<file path="src/rtl/corestep_pkg.sv">
package corestep_pkg;
  typedef enum logic [2:0] {
    CS_IDLE   = 3'd0,
    CS_RUN    = 3'd1,
    CS_IMISS  = 3'd2,
    CS_IREADY = 3'd3,
    CS_DMISS  = 3'd4,
    CS_PARKED = 3'd5
  } core_state_e;
endpackage

</file>
<file path="src/rtl/corestep_fsm.sv">
module corestep_fsm
  import corestep_pkg::*;
#(
  parameter int DLY_W = 4
) (
  input  logic             clk,
  input  logic             rst_n,
  input  logic             act_req,
  input  logic [DLY_W-1:0] act_dly,
  input  logic             susp_req,
  input  logic             swout_req,
  input  logic             miss_done,
  input  logic             ic_hit,
  input  logic             ex_mem,
  input  logic             dc_hit,
  input  logic             ex_fault,
  output core_state_e      state,
  output logic             fetch_valid,
  output logic             exec_valid,
  output logic             exec_held,
  output logic             hold_load,
  output logic             advance,
  output logic             trap_req,
  output logic             step,
  output logic             err
);
  core_state_e      state_q, state_d;
  logic [DLY_W-1:0] wait_q, wait_d;
  logic             err_q;
  logic             run_step, dmiss;
  logic             act_bad, susp_bad, done_bad;

  // Step gating: a switch-out or suspend pre-empts the step of that cycle.
  assign run_step    = (state_q == CS_RUN) && (wait_q == '0) && !swout_req && !susp_req;
  assign exec_held   = (state_q == CS_IREADY) && !swout_req;
  assign fetch_valid = run_step;
  assign exec_valid  = (run_step && ic_hit) || exec_held;
  assign trap_req    = exec_valid && ex_fault;
  assign advance     = exec_valid && !ex_fault;
  assign dmiss       = advance && ex_mem && !dc_hit;
  assign step        = run_step || exec_held;
  assign hold_load   = (state_q == CS_IMISS) && miss_done && !swout_req;

  assign act_bad  = act_req && (state_q != CS_IDLE);
  assign susp_bad = susp_req && (state_q != CS_RUN);
  assign done_bad = miss_done &&
                    ((state_q == CS_IDLE) || (state_q == CS_RUN) || (state_q == CS_IREADY));

  always_comb begin
    state_d = state_q;
    wait_d  = wait_q;
    if (swout_req) begin
      state_d = CS_PARKED;
    end else begin
      unique case (state_q)
        CS_IDLE: if (act_req) begin
          state_d = CS_RUN;
          wait_d  = act_dly;
        end
        CS_RUN: begin
          if (susp_req)                 state_d = CS_IDLE;
          else if (wait_q != '0)        wait_d  = wait_q - 1'b1;
          else if (!ic_hit)             state_d = CS_IMISS;
          else if (dmiss)               state_d = CS_DMISS;
        end
        CS_IMISS:  if (miss_done) state_d = CS_IREADY;
        CS_IREADY: state_d = dmiss ? CS_DMISS : CS_RUN;
        CS_DMISS:  if (miss_done) state_d = CS_RUN;
        default:   state_d = CS_PARKED;
      endcase
    end
  end

  always_ff @(posedge clk) begin
    if (!rst_n) begin
      state_q <= CS_IDLE;
      wait_q  <= '0;
      err_q   <= 1'b0;
    end else begin
      state_q <= state_d;
      wait_q  <= wait_d;
      err_q   <= !swout_req && (act_bad || susp_bad || done_bad);
    end
  end

  assign state = state_q;
  assign err   = err_q;

  // no fetch outside Running
  a_r5_no_fetch_stall: assert property (@(posedge clk) disable iff (!rst_n)
    (state_q != CS_RUN) |-> !fetch_valid);
  // the resume state always executes the held word
  a_r6_resume_exec: assert property (@(posedge clk) disable iff (!rst_n)
    (state_q == CS_IREADY && !swout_req) |-> (exec_valid && !fetch_valid));
  // switched-out is terminal
  a_r8_parked_sticky: assert property (@(posedge clk) disable iff (!rst_n)
    (state_q == CS_PARKED) |=> (state_q == CS_PARKED));
  // an illegal command in Idle leaves the state alone
  a_r11_idle_hold: assert property (@(posedge clk) disable iff (!rst_n)
    (state_q == CS_IDLE && !act_req && !swout_req && (susp_req || miss_done))
    |=> (state_q == CS_IDLE && err_q));
endmodule

</file>
<file path="src/rtl/corestep_pc.sv">
module corestep_pc #(
  parameter int          PC_W     = 32,
  parameter int          INST_W   = 32,
  parameter logic [PC_W-1:0] RESET_PC = '0,
  parameter bit          FULL_SYS = 1'b0
) (
  input  logic              clk,
  input  logic              rst_n,
  input  logic              advance,
  input  logic              trap_req,
  input  logic              hold_load,
  input  logic [INST_W-1:0] load_word,
  output logic [PC_W-1:0]   pc,
  output logic [PC_W-1:0]   npc,
  output logic [PC_W-1:0]   fetch_addr,
  output logic              fetch_phys,
  output logic [INST_W-1:0] held_word
);
  localparam logic [PC_W-1:0] STEP_BYTES = PC_W'(4);

  logic [PC_W-1:0]   pc_q, npc_q;
  logic [INST_W-1:0] held_q;

  always_ff @(posedge clk) begin
    if (!rst_n) begin
      pc_q   <= RESET_PC;
      npc_q  <= RESET_PC + STEP_BYTES;
      held_q <= '0;
    end else begin
      if (advance) begin
        pc_q  <= npc_q;
        npc_q <= npc_q + STEP_BYTES;
      end
      if (hold_load) held_q <= load_word;
    end
  end

  assign fetch_addr = {pc_q[PC_W-1:2], 2'b00};

  generate
    if (FULL_SYS) begin : g_phys
      assign fetch_phys = pc_q[0];
    end else begin : g_virt
      assign fetch_phys = 1'b0;
    end
  endgenerate

  assign pc        = pc_q;
  assign npc       = npc_q;
  assign held_word = held_q;

  // a faulted step leaves the PC pair in place
  a_r9_trap_holds_pc: assert property (@(posedge clk) disable iff (!rst_n)
    trap_req |=> ($stable(pc_q) && $stable(npc_q)));
endmodule

</file>
<file path="src/rtl/corestep_stallctr.sv">
module corestep_stallctr #(
  parameter int CNT_W = 32
) (
  input  logic             clk,
  input  logic             rst_n,
  input  logic             clr,
  input  logic             inc,
  output logic [CNT_W-1:0] count
);
  localparam logic [CNT_W-1:0] TOP = '1;
  logic [CNT_W-1:0] cnt_q;

  always_ff @(posedge clk) begin
    if (!rst_n || clr)               cnt_q <= '0;
    else if (inc && cnt_q != TOP)    cnt_q <= cnt_q + 1'b1;
  end

  assign count = cnt_q;

  // the counter sticks at its ceiling
  a_r12_saturate: assert property (@(posedge clk) disable iff (!rst_n)
    (cnt_q == TOP && !clr) |=> (cnt_q == TOP));
  // clear wins
  a_r12_clear: assert property (@(posedge clk) disable iff (!rst_n)
    clr |=> (cnt_q == '0));
endmodule

</file>
<file path="src/rtl/corestep_top.sv">
module corestep_top
  import corestep_pkg::*;
#(
  parameter int              PC_W     = 32,
  parameter int              INST_W   = 32,
  parameter int              DLY_W    = 4,
  parameter int              CNT_W    = 32,
  parameter logic [PC_W-1:0] RESET_PC = '0,
  parameter bit              FULL_SYS = 1'b0
) (
  input  logic              clk,
  input  logic              rst_n,
  input  logic              stats_clr,
  input  logic              act_req,
  input  logic [DLY_W-1:0]  act_dly,
  input  logic              susp_req,
  input  logic              swout_req,
  input  logic              miss_done,
  input  logic              ic_hit,
  input  logic [INST_W-1:0] ic_rdata,
  input  logic              ex_mem,
  input  logic              dc_hit,
  input  logic              ex_fault,
  output logic [2:0]        core_state,
  output logic              fetch_valid,
  output logic [PC_W-1:0]   fetch_addr,
  output logic              fetch_phys,
  output logic              exec_valid,
  output logic [INST_W-1:0] exec_inst,
  output logic              trap_req,
  output logic              r0_clr,
  output logic              err,
  output logic [CNT_W-1:0]  ic_stall_cyc,
  output logic [CNT_W-1:0]  dc_stall_cyc,
  output logic [PC_W-1:0]   pc,
  output logic [PC_W-1:0]   npc
);
  localparam int NUM_CTR = 2;

  core_state_e       state;
  logic              exec_held, hold_load, advance, step;
  logic [INST_W-1:0] held_word;
  logic [NUM_CTR-1:0] ctr_inc;
  logic [CNT_W-1:0]  ctr_val [NUM_CTR];

  corestep_fsm #(.DLY_W(DLY_W)) u_fsm (
    .clk, .rst_n, .act_req, .act_dly, .susp_req, .swout_req, .miss_done,
    .ic_hit, .ex_mem, .dc_hit, .ex_fault,
    .state, .fetch_valid, .exec_valid, .exec_held, .hold_load,
    .advance, .trap_req, .step, .err
  );

  corestep_pc #(
    .PC_W(PC_W), .INST_W(INST_W), .RESET_PC(RESET_PC), .FULL_SYS(FULL_SYS)
  ) u_pc (
    .clk, .rst_n, .advance, .trap_req, .hold_load,
    .load_word(ic_rdata), .pc, .npc, .fetch_addr, .fetch_phys, .held_word
  );

  assign ctr_inc[0] = (state == CS_IMISS);
  assign ctr_inc[1] = (state == CS_DMISS);

  generate
    for (genvar g = 0; g < NUM_CTR; g++) begin : g_ctr
      corestep_stallctr #(.CNT_W(CNT_W)) u_ctr (
        .clk, .rst_n, .clr(stats_clr), .inc(ctr_inc[g]), .count(ctr_val[g])
      );
    end
  endgenerate

  assign ic_stall_cyc = ctr_val[0];
  assign dc_stall_cyc = ctr_val[1];
  assign core_state   = state;
  assign exec_inst    = exec_held ? held_word : ic_rdata;
  assign r0_clr       = step;

  // register-zero clear coincides with fetch or execute activity
  a_r10_r0_on_step: assert property (@(posedge clk) disable iff (!rst_n)
    r0_clr |-> (fetch_valid || exec_valid));
endmodule

</file>
<file path="config.mk">
export PLATFORM = sky130hd
export DESIGN_NAME = corestep_top
export DESIGN_NICKNAME = d
export VERILOG_FILES = /design/src/rtl/corestep_pkg.sv /design/src/rtl/corestep_fsm.sv /design/src/rtl/corestep_pc.sv /design/src/rtl/corestep_stallctr.sv /design/src/rtl/corestep_top.sv
export SDC_FILE = /design/constraint.sdc
export NUM_CORES = 1
export LEC_CHECK = 0
export BUFFER_PORTS_ARGS = -buffer_cell sky130_fd_sc_hd__buf_4
export CORE_MARGIN = 2
export CORE_UTILIZATION = 50
export CTS_BUF_LIST = sky130_fd_sc_hd__clkbuf_8 sky130_fd_sc_hd__clkbuf_16
export CTS_CLUSTER_SIZE = 25
export DETAILED_ROUTE_END_ITERATION = 6
export GPL_ROUTABILITY_DRIVEN = 0
export PLACE_DENSITY = 0.78
export SLEW_MARGIN = 0
export SYNTH_ARGS = -nofsm -noshare
export SYNTH_HDL_FRONTEND = slang
export SYNTH_SLANG_ARGS = --single-unit
</file>
<file path="constraint.sdc">
create_clock -name clk -period 2.8 [get_ports clk]
set_input_delay 0.42 -clock clk [delete_from_list [all_inputs] [get_ports clk]]
set_output_delay 0.42 -clock clk [all_outputs]
set_load 0.03 [all_outputs]
</file>
; ---- Word level (Yosys, flattened, before mapping)
; Cells that the tools add are included.
[word_totals]
regBits = 168
latch_bits = 0
mem_bits_rw = 0
mem_bits_ro = 0
inputBits = 47
output_inout_bits = 201
wordCells = 87
memories = 0
[classes]
n_addsub = 4
multipliers = 0
div = 0
order_cmp = 0
n_eq_ne = 19
shift = 0
muxes = 15
bitwise_logic = 2
n_reduce_logical = 38
[ops]
columns = op, n
row1 = adder 32 x 1 -> 32 bit (second input constant), 2
row2 = != test 32 bit (second input constant), 2
row3 = adder 32 x 3 -> 32 bit (second input constant), 1
row4 = two-way mux 32 bit, 1
row5 = two-way mux 3 bit, 9
row6 = logical AND 1 bit, 17
row7 = case mux 3 bit (5 select lines), 1
row8 = AND reduction 5 bit, 3
row9 = two-way mux 4 bit, 3
row10 = != test 3 bit (second input constant), 4
row11 = != test 2 bit (second input constant), 5
row12 = case mux 4 bit (2 select lines), 1
row13 = logical OR 1 bit, 7
row14 = == test 3 x 2 -> 1 bit (second input constant), 2
row15 = logical NOT 1 bit, 5
row16 = != test 5 x 4 -> 1 bit (second input constant), 1
row17 = logical NOT 4 bit, 1
row18 = != test 4 x 3 -> 1 bit (second input constant), 1
row19 = != test 4 bit (second input constant), 1
row20 = nonzero test 4 bit, 1
row21 = subtractor 4 x 1 -> 4 bit (second input constant), 1
row22 = == test 3 x 1 -> 1 bit (second input constant), 1
row23 = == test 3 bit (second input constant), 1
row24 = logical NOT 3 bit, 1
row25 = other kinds (5), 6

; ---- Depth between registers and ports, before layout
; Gate-level depths: netlist of the first run.
[logic_depth]
ltp_word = 15
mapped_depth = 9
mapped_depth_nobuf = 8

; ---- Hierarchy
; From an unflattened synthesis of the first run, not the netlist that was laid out.
[unflattened]
cells_unflattened = 905
hier_area_um2 = 8604.5
[by_module_without_submodules]
columns = module, instances, cells_each, area_per_inst_um2, seq_area_each_um2
row1 = corestep_pc, 1, 390, 4042.6, 1841.8
row2 = corestep_stallctr, 2, 195, 1667.8, 640.6
row3 = corestep_fsm, 1, 87, 666.9, 160.2
row4 = corestep_top, 1, 38, 559.3, 0.0

; ---- Worst setup path after synthesis of the first run
; OpenSTA, ideal clock, no wires.
[synth_path]
path_kind = register to output
start = register u_fsm.state_q[0], in the netlist u_fsm.state[0]
end = output port r0_clr
arrival_time_ns = 2.631
required_time_ns = 2.380
setup_slack_ns = -0.251
stages_incl_launch_ff = 6
path_buffers = 2
path_cell_list = dfxtp_1 clkbuf_1 or3b_2 clkbuf_1 nor3_1 or2_2
[synth_via]
elab_chain_len = 5
elab_cells_between_ends = 7
classes_between = eq/ne (2) / reduce/logical (5)
[synth_rtl]
columns = item, line_no
row1 = from (decl), corestep_fsm.sv:27  ; core_state_e state_q, state_d;
row2 = from (signal assigned), corestep_fsm.sv:80  ; state_q <= state_d;
row3 = == test 3 x 1 -> 1 bit, corestep_fsm.sv:34  ; assign run_step = (state_q == CS_RUN) && (wait_q == '0) && !swout_req && !susp_req;
row4 = logical AND 1 bit (3 in series), corestep_fsm.sv:34
row5 = named net fetch_valid, corestep_top.sv:25  ; output logic fetch_valid,
row6 = logical OR 1 bit, corestep_fsm.sv:41  ; assign step = run_step || exec_held;
row7 = to (decl), corestep_top.sv:31  ; output logic r0_clr,
; The timed path passes the listed nets, and every way through them passes these cells.

; ---- Worst setup path after layout of the first run
[layout_path]
start = register u_fsm.state_q[0], in the netlist u_fsm.state[0]
end = output port exec_inst[2]
[layout_via]
elab_chain_len = 3
[layout_rtl]
columns = item, line_no
row1 = == test 3 x 2 -> 1 bit, corestep_fsm.sv:35  ; assign exec_held = (state_q == CS_IREADY) && !swout_req;
row2 = logical AND 1 bit, corestep_fsm.sv:35
row3 = two-way mux 32 bit, corestep_top.sv:74  ; assign exec_inst = exec_held ? held_word : ic_rdata;
row4 = to (decl), corestep_top.sv:29  ; output logic [INST_W-1:0] exec_inst,
; No other way between the ends.

==> run summary, run 1 <==
In this run the number of H-tree levels came out at 4. Number of different library cells in the post-synthesis netlist: 59. In this run the worst setup path begins at u_fsm.state[0]$_SDFFE_PN0P_. By area the synthesized netlist is led by dfxtp_1, a21oi_1, nand2_1, mux2_2, buf_4.

The tools report the number of antenna diodes as 0. After clock tree synthesis, the clock-pin slew on the worst setup and hold paths is 0.07 ns. Data on the critical path arrives at its endpoint at 2.19 ns. The worst hold slack is 0.245 ns. VDD sags by at most 0.387 mV.

Chip height: 131 um. The dominant combinational cell family by area after synthesis was simple AND/OR/NAND/NOR gates. The logs give 0 for the hold violation total from the final report and 0 for the sum of overflow across all layers after global routing. STA classifies the critical path startpoint as a flop. The netlist area before placement is 8040 sq um, and the area share of the leading cell type in the synthesized netlist is 40.8%. The largest net degree at the start of global routing is 48, and the post-synthesis compound-gate area fraction is 15.8%. The sequential element share of the synthesized area came out at 40.8%. Yosys printed 0 warnings. The mean cell area of the mapped netlist is 8.11 sq um. For this run, the leading register cell type out of synthesis is dfxtp_1. The setup check on the worst reg-to-reg path leaves a slack of 0.44 ns.

The fraction of registers with async set/reset works out to 0%. The tools report the final worst-path setup slack as 0.192 ns. The most common cell after layout, fill and taps aside is buf_4. The logs give 3.86 nW for the static leakage power and 2.38 ns for the worst endpoint required time. The flow ran to the end, and the final reports show no timing, DRC or antenna violations. In this run the worst hold path is classified as in -> reg. Dividing the detail-routed wire length by the instance count gives 14.8 um.

Number of buffers added by the clock tree synthesis step: 17. Setup repair after global routing left no endpoint under its margin. Counting every instance in the synthesized netlist gives 992. The library cells used most frequently in the layout, excluding fill and tap cells, are buf_4, dfxtp_1, nand2_1, a21oi_1.

Of the cells placed in the final design, the portion with a size suffix greater than 1 is 29.5%. In this run, synthesis inferred 0 flip-flops with an integrated enable. Summed over all layers, the routed wires come to 21.0 mm. The number of vias in the routed layout is 7,939. Cell at the root of the clock tree: clkbuf_16. The clock arrives with 0.00830 ns of skew.

Summed over all instances, the cell type with the most area after synthesis is dfxtp_1. In this run the critical register-to-register path is launched from u_fsm.wait_q[0]$_SDFFE_PN0P_. The post-synthesis share of cell area spent on and, or, nand and nor gates works out to 28.1%. The utilization of the core after routing is 66.1%, and the overall die width is 131 um. The final non-filler cell area was 10,500 sq um; the worst-case setup slack after placement was 0.450 ns. The number of global-route vias before repair was 6,746; the number of antenna violations at the first check in global routing was 0. The tools report the remaining number of nets flagged by the antenna check after routing as 0. The number of DRC markers after the initial detailed-route iteration was 559; the final critical path time including I/O delays and setup was 2.61 ns. Of all nets on the critical path, the largest fanout is 33. The timing endpoint of the critical path is exec_inst[2]. In this run, synthesis produced a sequential element count of 164.

The half-perimeter wire length after detailed placement is 14.9 mm. The buffers inserted during post-CTS setup optimization was 0; the number of detailed-route iterations in the first pass was 5. The run gives 50.8% as the effective utilization at floorplan. The max-cap check violation count came out at 0. The core area came out at 15,800 sq um.

The wire length of the first global-routing pass was 33.0 mm; the mean number of vias per cell was 5.60. Across every metal layer, demand over resource in global routing totals 23.7%. The hold-fix buffer count after cts is 0, and the number of instances resized during post-cts repair is 0. The die covers 17,100 sq um.

At the pin with the least slew margin, the transition time is 0.648 ns. The setup total negative slack is 0 ns. The worst setup path is of the reg -> out kind. From synthesis to final layout, the design area changed by 30.1%. Areal power density over the cells: 499 nW/um^2. The adder-cell share of the synthesized area is 0.778%. For the clock insertion delay at the later pin of the skew report, the log shows 0.43 ns. The count of endpoints failing setup in the final report was 0; the xor-xnor portion of the synthesized cell area was 2.83%. STA classifies the critical path endpoint as an output port. TritonCTS built the clock tree.

The tree built by TritonCTS fans out to 164 sinks. Based on the critical path, the design can be clocked at up to 383 MHz. For the worst flop-to-flop path, the logic depth is 7. The tools report the relative slew slack as 56.8%. The hold path startpoint was ic_rdata[14]. Ratio of final minimum period to clock period: 93.2%. The placed instances occupy a cell area of 9850 sq um. The number of pins with negative max-slew slack in the final report is 0, and the top-level I/O count is 248. The run gives 46 as the number of cell rows. The worst register-to-register path ends at u_pc.npc[19]$_SDFFE_PN0N_. The net count of the finished layout is 1,241. The number of buffers inserted by port buffering works out to 240.

For this run, design rule violations remaining after detail routing come to 0. After synthesis, the share of cell area in mux cells is 4.60%. For the maximum buffer depth of the clock tree, the log shows 2.
[worst min-delay path by stage]
| stage | to | depth (start not counted) |
|---|---|---|
| after floorplan | u_pc.held_word[0]$_SDFFE_PN0P_ | 2 |
| after global placement | u_pc.held_word[15]$_SDFFE_PN0P_ | 2 |
| after CTS | u_pc.held_word[14]$_SDFFE_PN0P_ | 3 |
| after detailed placement | u_pc.held_word[10]$_SDFFE_PN0P_ | 2 |
| after global routing | u_pc.held_word[17]$_SDFFE_PN0P_ | 3 |
| final | u_pc.held_word[14]$_SDFFE_PN0P_ | 3 |
[kinds of logic (layout without fill, tap and decap cells)]
logic type,count (synthesis),in the layout
AND/OR/NAND/NOR,430,430
AO/OA/AOI/OAI,224,224
flip-flops,164,164
buffers and inverters,109,313
multiplexers,33,33
XOR/XNOR,26,26
adder cells (fa/ha/maj),5,5
other,1,7
[flip-flops by register name (all words and copies together), names as in the netlist]
signal             count
g_ctr.u_ctr.count     64
u_fsm.err              1
u_fsm.state            3
u_fsm.wait_q           4
u_pc.held_word        32
u_pc.npc              30
u_pc.pc               30
[metrics by stage]
stage	instances	power (mW)
6_report	1418	5.22
5_1_grt	1418	5.39
4_1_cts	1418	5.26
3_5_place_dp	1386	2.85
3_3_place_gp	1386	2.84
2_1_floorplan	998	2.69
[worst max-delay path, cell delays in order, from the launching register on]
cell      delay [ns]
dfxtp_1         0.51
and4bb_2        0.30
buf_4           0.37
mux2_2          0.39
buf_4           0.17
[where the power goes]
part	total (mW)	switching, mW	internal (mW)
combinational	0.437	0.262	0.175
clock	2.43	0.986	1.44
sequential	2.36	0.0159	2.35
[Yosys cell counts, drive strengths merged (4+ instances only)]
cell	count
dfxtp	164
nand2	163
a21oi	129
o21ai	48
buf	47
clkbuf	46
nor2	45
or3	40
nand4	38
mux2	32
nand3	28
or4	27
o31ai	23
xnor2	23
nor4	22
inv	16
nor3	13
and4	10
or2	8
and3	7
nor4b	6
ha	5
nand2b	5
nor3b	5
o211ai	5
or3b	4
[area by class of cell]
cell class,instances,area (sq um)
fill,1340,5360
sequential,164,3280
clock buffer,18,439
inverter,16,60.1
multi-input combinational,725,4240
clock inverter,14,178
tap,216,270
timing repair buffer,265,2000
[routing by layer]
metal / vias up / track usage (%) / share of wire (%)
met1: 3706 / 31.9 / 44
li1: 3941 / - / -
met4: 0 / 7.88 / 1.9
met3: 31 / 5.09 / 6.0
met2: 261 / 38.0 / 48
met5: - / 0 / 0
Note: power is estimated with default switching activity, not from simulation.
==> run 2, diff against run 1 <==
--- a/config.mk
+++ b/config.mk
@@ -14,3 +14,3 @@
 export GPL_ROUTABILITY_DRIVEN = 0
-export PLACE_DENSITY = 0.78
+export PLACE_DENSITY = 0.77
 export SLEW_MARGIN = 0
@@ -18,2 +18,3 @@
 export SYNTH_HDL_FRONTEND = slang
+export SYNTH_HIERARCHICAL = 1
 export SYNTH_SLANG_ARGS = --single-unit
==> constraint.sdc (replaced) <==
create_clock -name clk -period 2.8 [get_ports clk]
set_input_delay 0.84 -clock clk [delete_from_list [all_inputs] [get_ports clk]]
set_output_delay 0.84 -clock clk [all_outputs]
set_load 0.03 [all_outputs]
==> run summary, run 2 <==
Row generation in the floorplan step produced 47 rows. The logs give 0 for the hold violation total from the final report and 67.8% for the utilization of the core after routing. For this design the top-level I/O count stands at 248. By area the synthesized netlist is led by dfxtp_1, mux2i_1, mux2_4, nor2b_1, xnor2_1. In this run, CTS created clock tree buffers numbering 17. The static leakage power was 4.41 nW. The post-synthesis cell count was 905.

The chip height works out to 135 um. Wires add up to 22.1 mm. Detailed routing inserted a total of 7,549 vias.

The initial utilization of the core area, before any placement, comes to 51.5%. Among all flip-flop cells after synthesis, the most frequent one is dfxtp_1. The tools report the number of global-route vias before repair as 6,931.

The clock-pin slew on the worst setup and hold paths was 0.07 ns; the number of antenna violations at the first check in global routing was 0. For the final worst-path setup slack, the log shows -0.00976 ns. Yosys warning count: 6. The worst hold path belongs to the class reg -> reg.

The overall die width was 135 um; the mean number of vias per cell was 5.55. The hold path startpoint was g_ctr[0].u_ctr/count[31]$_SDFFE_PP0P_. The tool flagged a number of max-cap violations equal to 0.

The number of antenna diodes was 0; the average wire length per cell after detail routing was 16.3 um. The overall die area came out at 18,300 sq um. The wire length of the first global-routing pass was 35.0 mm; the routed length on met1 was 9.32 mm. After synthesis, the netlist uses 68 different library cells. Detailed routing placed a total of 1.41 mm of wire on met3.

The final reports fail on setup timing. The cell sitting at the root of the clock tree is a clkbuf_16. The cell taking the most area after synthesis was dfxtp_1.

The tools report the post-placement cell count as 1,318. Setup total negative slack on the finished layout was measured at -0.00976 ns. The category of the critical setup timing path is in -> out. The mean cell area of the mapped netlist works out to 9.51 sq um. The net count of the finished layout is 1,179.

The cell area that synthesis handed to floorplanning was 8600 sq um. For the core area, the log shows 16,700 sq um. Data arrives at the worst endpoint at 1.97 ns.

TritonCTS built the clock tree. The half-perimeter wire length after detailed placement was 15.2 mm; the number of fill cells in the layout was 1,352. The completed layout was analyzed and its total power is 5.10 mW. From synthesis to final layout, the design area changed by 31.6%.

The commonest cells after synthesis are dfxtp_1, nor2b_1, mux2i_1. CTS H-tree depth: 4. Setup repair after global routing could not meet its margin everywhere. The maximum achievable frequency is 356 MHz, and the worst-case setup slack after placement is -0.163 ns. The library cell used most frequently in the layout, excluding fill and tap cells, is buf_4. The run finished, with violations left. The detailed router used layers up to and including met4. The total of flip-flops plus latches after synthesis was 164.

In the layout the commonest cells are buf_4, dfxtp_1, nor2b_1, mux2i_1, nand2_1. Of the available clock period, the critical path in the final layout requires 100%. The longest clock path from root to sink contains 2 buffers. After layout, the minimum clock period comes to 2.81 ns.

The clock insertion delay at the later pin of the skew report is 0.42 ns. Most frequently used cell type in the post-synthesis netlist: dfxtp_1. The worst-margin pin slew is 0.685 ns, and the number of buffers inserted by port buffering is 240. For this design the ratio of total power to cell area is 451 nW/um^2. Count of endpoints failing setup in the final report: 1. The residual DRC count was 0. For the sequential element share of the synthesized area, the log shows 38.2%.

The area share of the leading cell type in the synthesized netlist was 38.2%; the number of flip-flops in the largest register was 64. The number of pins with negative max-slew slack in the final report was 0; the number of DRC markers after the initial detailed-route iteration was 500. In this run the worst path has a maximum fanout of 3. The worst endpoint required time is 1.96 ns, and the remaining number of nets flagged by the antenna check after routing is 0. The synthesized design contains 0 enable-type register cells.

For the sum of overflow across all layers after global routing, the log shows 0. The routed design uses 11.0 mm of met2 wire. The fraction of registers with async set/reset is 0%. Tracing the worst setup path back leads to its startpoint at swout_req.

Across the VDD grid, the largest voltage drop is 0.388 mV. Counting every sink on the clock net gives 164. For the relative slew slack, the log shows 54.3%. Across all hold checks on the routed design, the worst slack comes to 0.503 ns. The worst setup path is captured at an output port. Global routing used 23.6% of the available tracks across all layers. Entering global routing, the biggest net connects 95 pins. The worst register-to-register path begins at u_fsm/wait_q[1]$_SDFFE_PN0P_.

Cells with a size suffix above 1 make up 33.7% of the layout. The placed instances occupy a cell area of 10,400 sq um. Nature of the critical path startpoint: an input pin.

The worst clock skew on the final layout was 0.00944 ns. The finished layout holds 1,360 standard cells, fillers aside. Summing all non-filler instances in the final layout gives an area of 11,300 sq um. The first detailed-routing pass ran for 5 iterations.
[run 2: cell count changes in the layout (fill, tap and decap cells not counted), moves of 10 or more]
cell and delta:
buf_6 +23, nor2b_1 +69, nand2_1 -108, buf_4 -19
nor4_1 -10, xnor2_1 +17, mux2_2 -31, a21oi_1 -89
mux2_4 +31, mux2i_1 +66, and2_1 +22, or3_1 -24
o21ai_0 -28, nand4_1 -13
[run 2: logic make-up after synthesis]
group           Yosys count  share of synthesized area (%)
xor+xnor                 50                           5.09
simple gates            371                           26.5
buf+inv                  96                           7.23
mux                      99                           13.3
fa+ha+maj                 5                          0.727
flops                   164                           38.2
other cells               1                         0.0436
compound gates          119                           8.93
[run 2: what timing repair did]
action,CTS,global route
cloned,2,1
resized for setup,38,4
pin swaps,2,2
hold buffers,0,0
setup buffers,3,4
setup endpoints to repair,35,24
[run 2: cell type report]
type / count / area [sq um] / share of cell area (%)
clock buffer: 18 / 439 / 3.88
clock inverter: 14 / 130 / 1.15
inverter: 15 / 63.8 / 0.564
multi-input combinational: 651 / 4810 / 42.5
sequential: 164 / 3290 / 29.1
tap: 220 / 275 / 2.43
timing repair buffer: 278 / 2310 / 20.4
[run 2: final timing paths]
| check | to | slack (ns) | depth (start not counted) |
|---|---|---|---|
| min | g_ctr[0].u_ctr/count[31]$_SDFFE_PP0P_ | 0.50 | 2 |
| max | r0_clr | -0.01 | 6 |
| max reg2reg | u_pc/npc[22]$_SDFFE_PN0P_ | 0.21 | 10 |
| min reg2reg | g_ctr[0].u_ctr/count[31]$_SDFFE_PP0P_ | 0.50 | 2 |
[run 2: critical path, cell delays in order]
cell and delay (ns):
buf_8 0.10, or4b_4 0.49, buf_6 0.14, nor3_4 0.12, nand2b_4 0.15, buf_6 0.12
[run 2: report_power, final]
part           internal [mW]  total [mW]  switching (mW)  leakage [nW]
clock network           1.26        2.25           0.992         0.271
logic                  0.235       0.495           0.260          2.82
registers               2.34        2.36          0.0156          1.32
total                   3.84        5.10            1.27          4.41
[run 2: layer usage]
metal  vias up  GRT usage, %
met5         -             0
li1       3689             -
met2       275          41.2
met1      3561          29.3
met4         0          7.64
met3        24          4.53
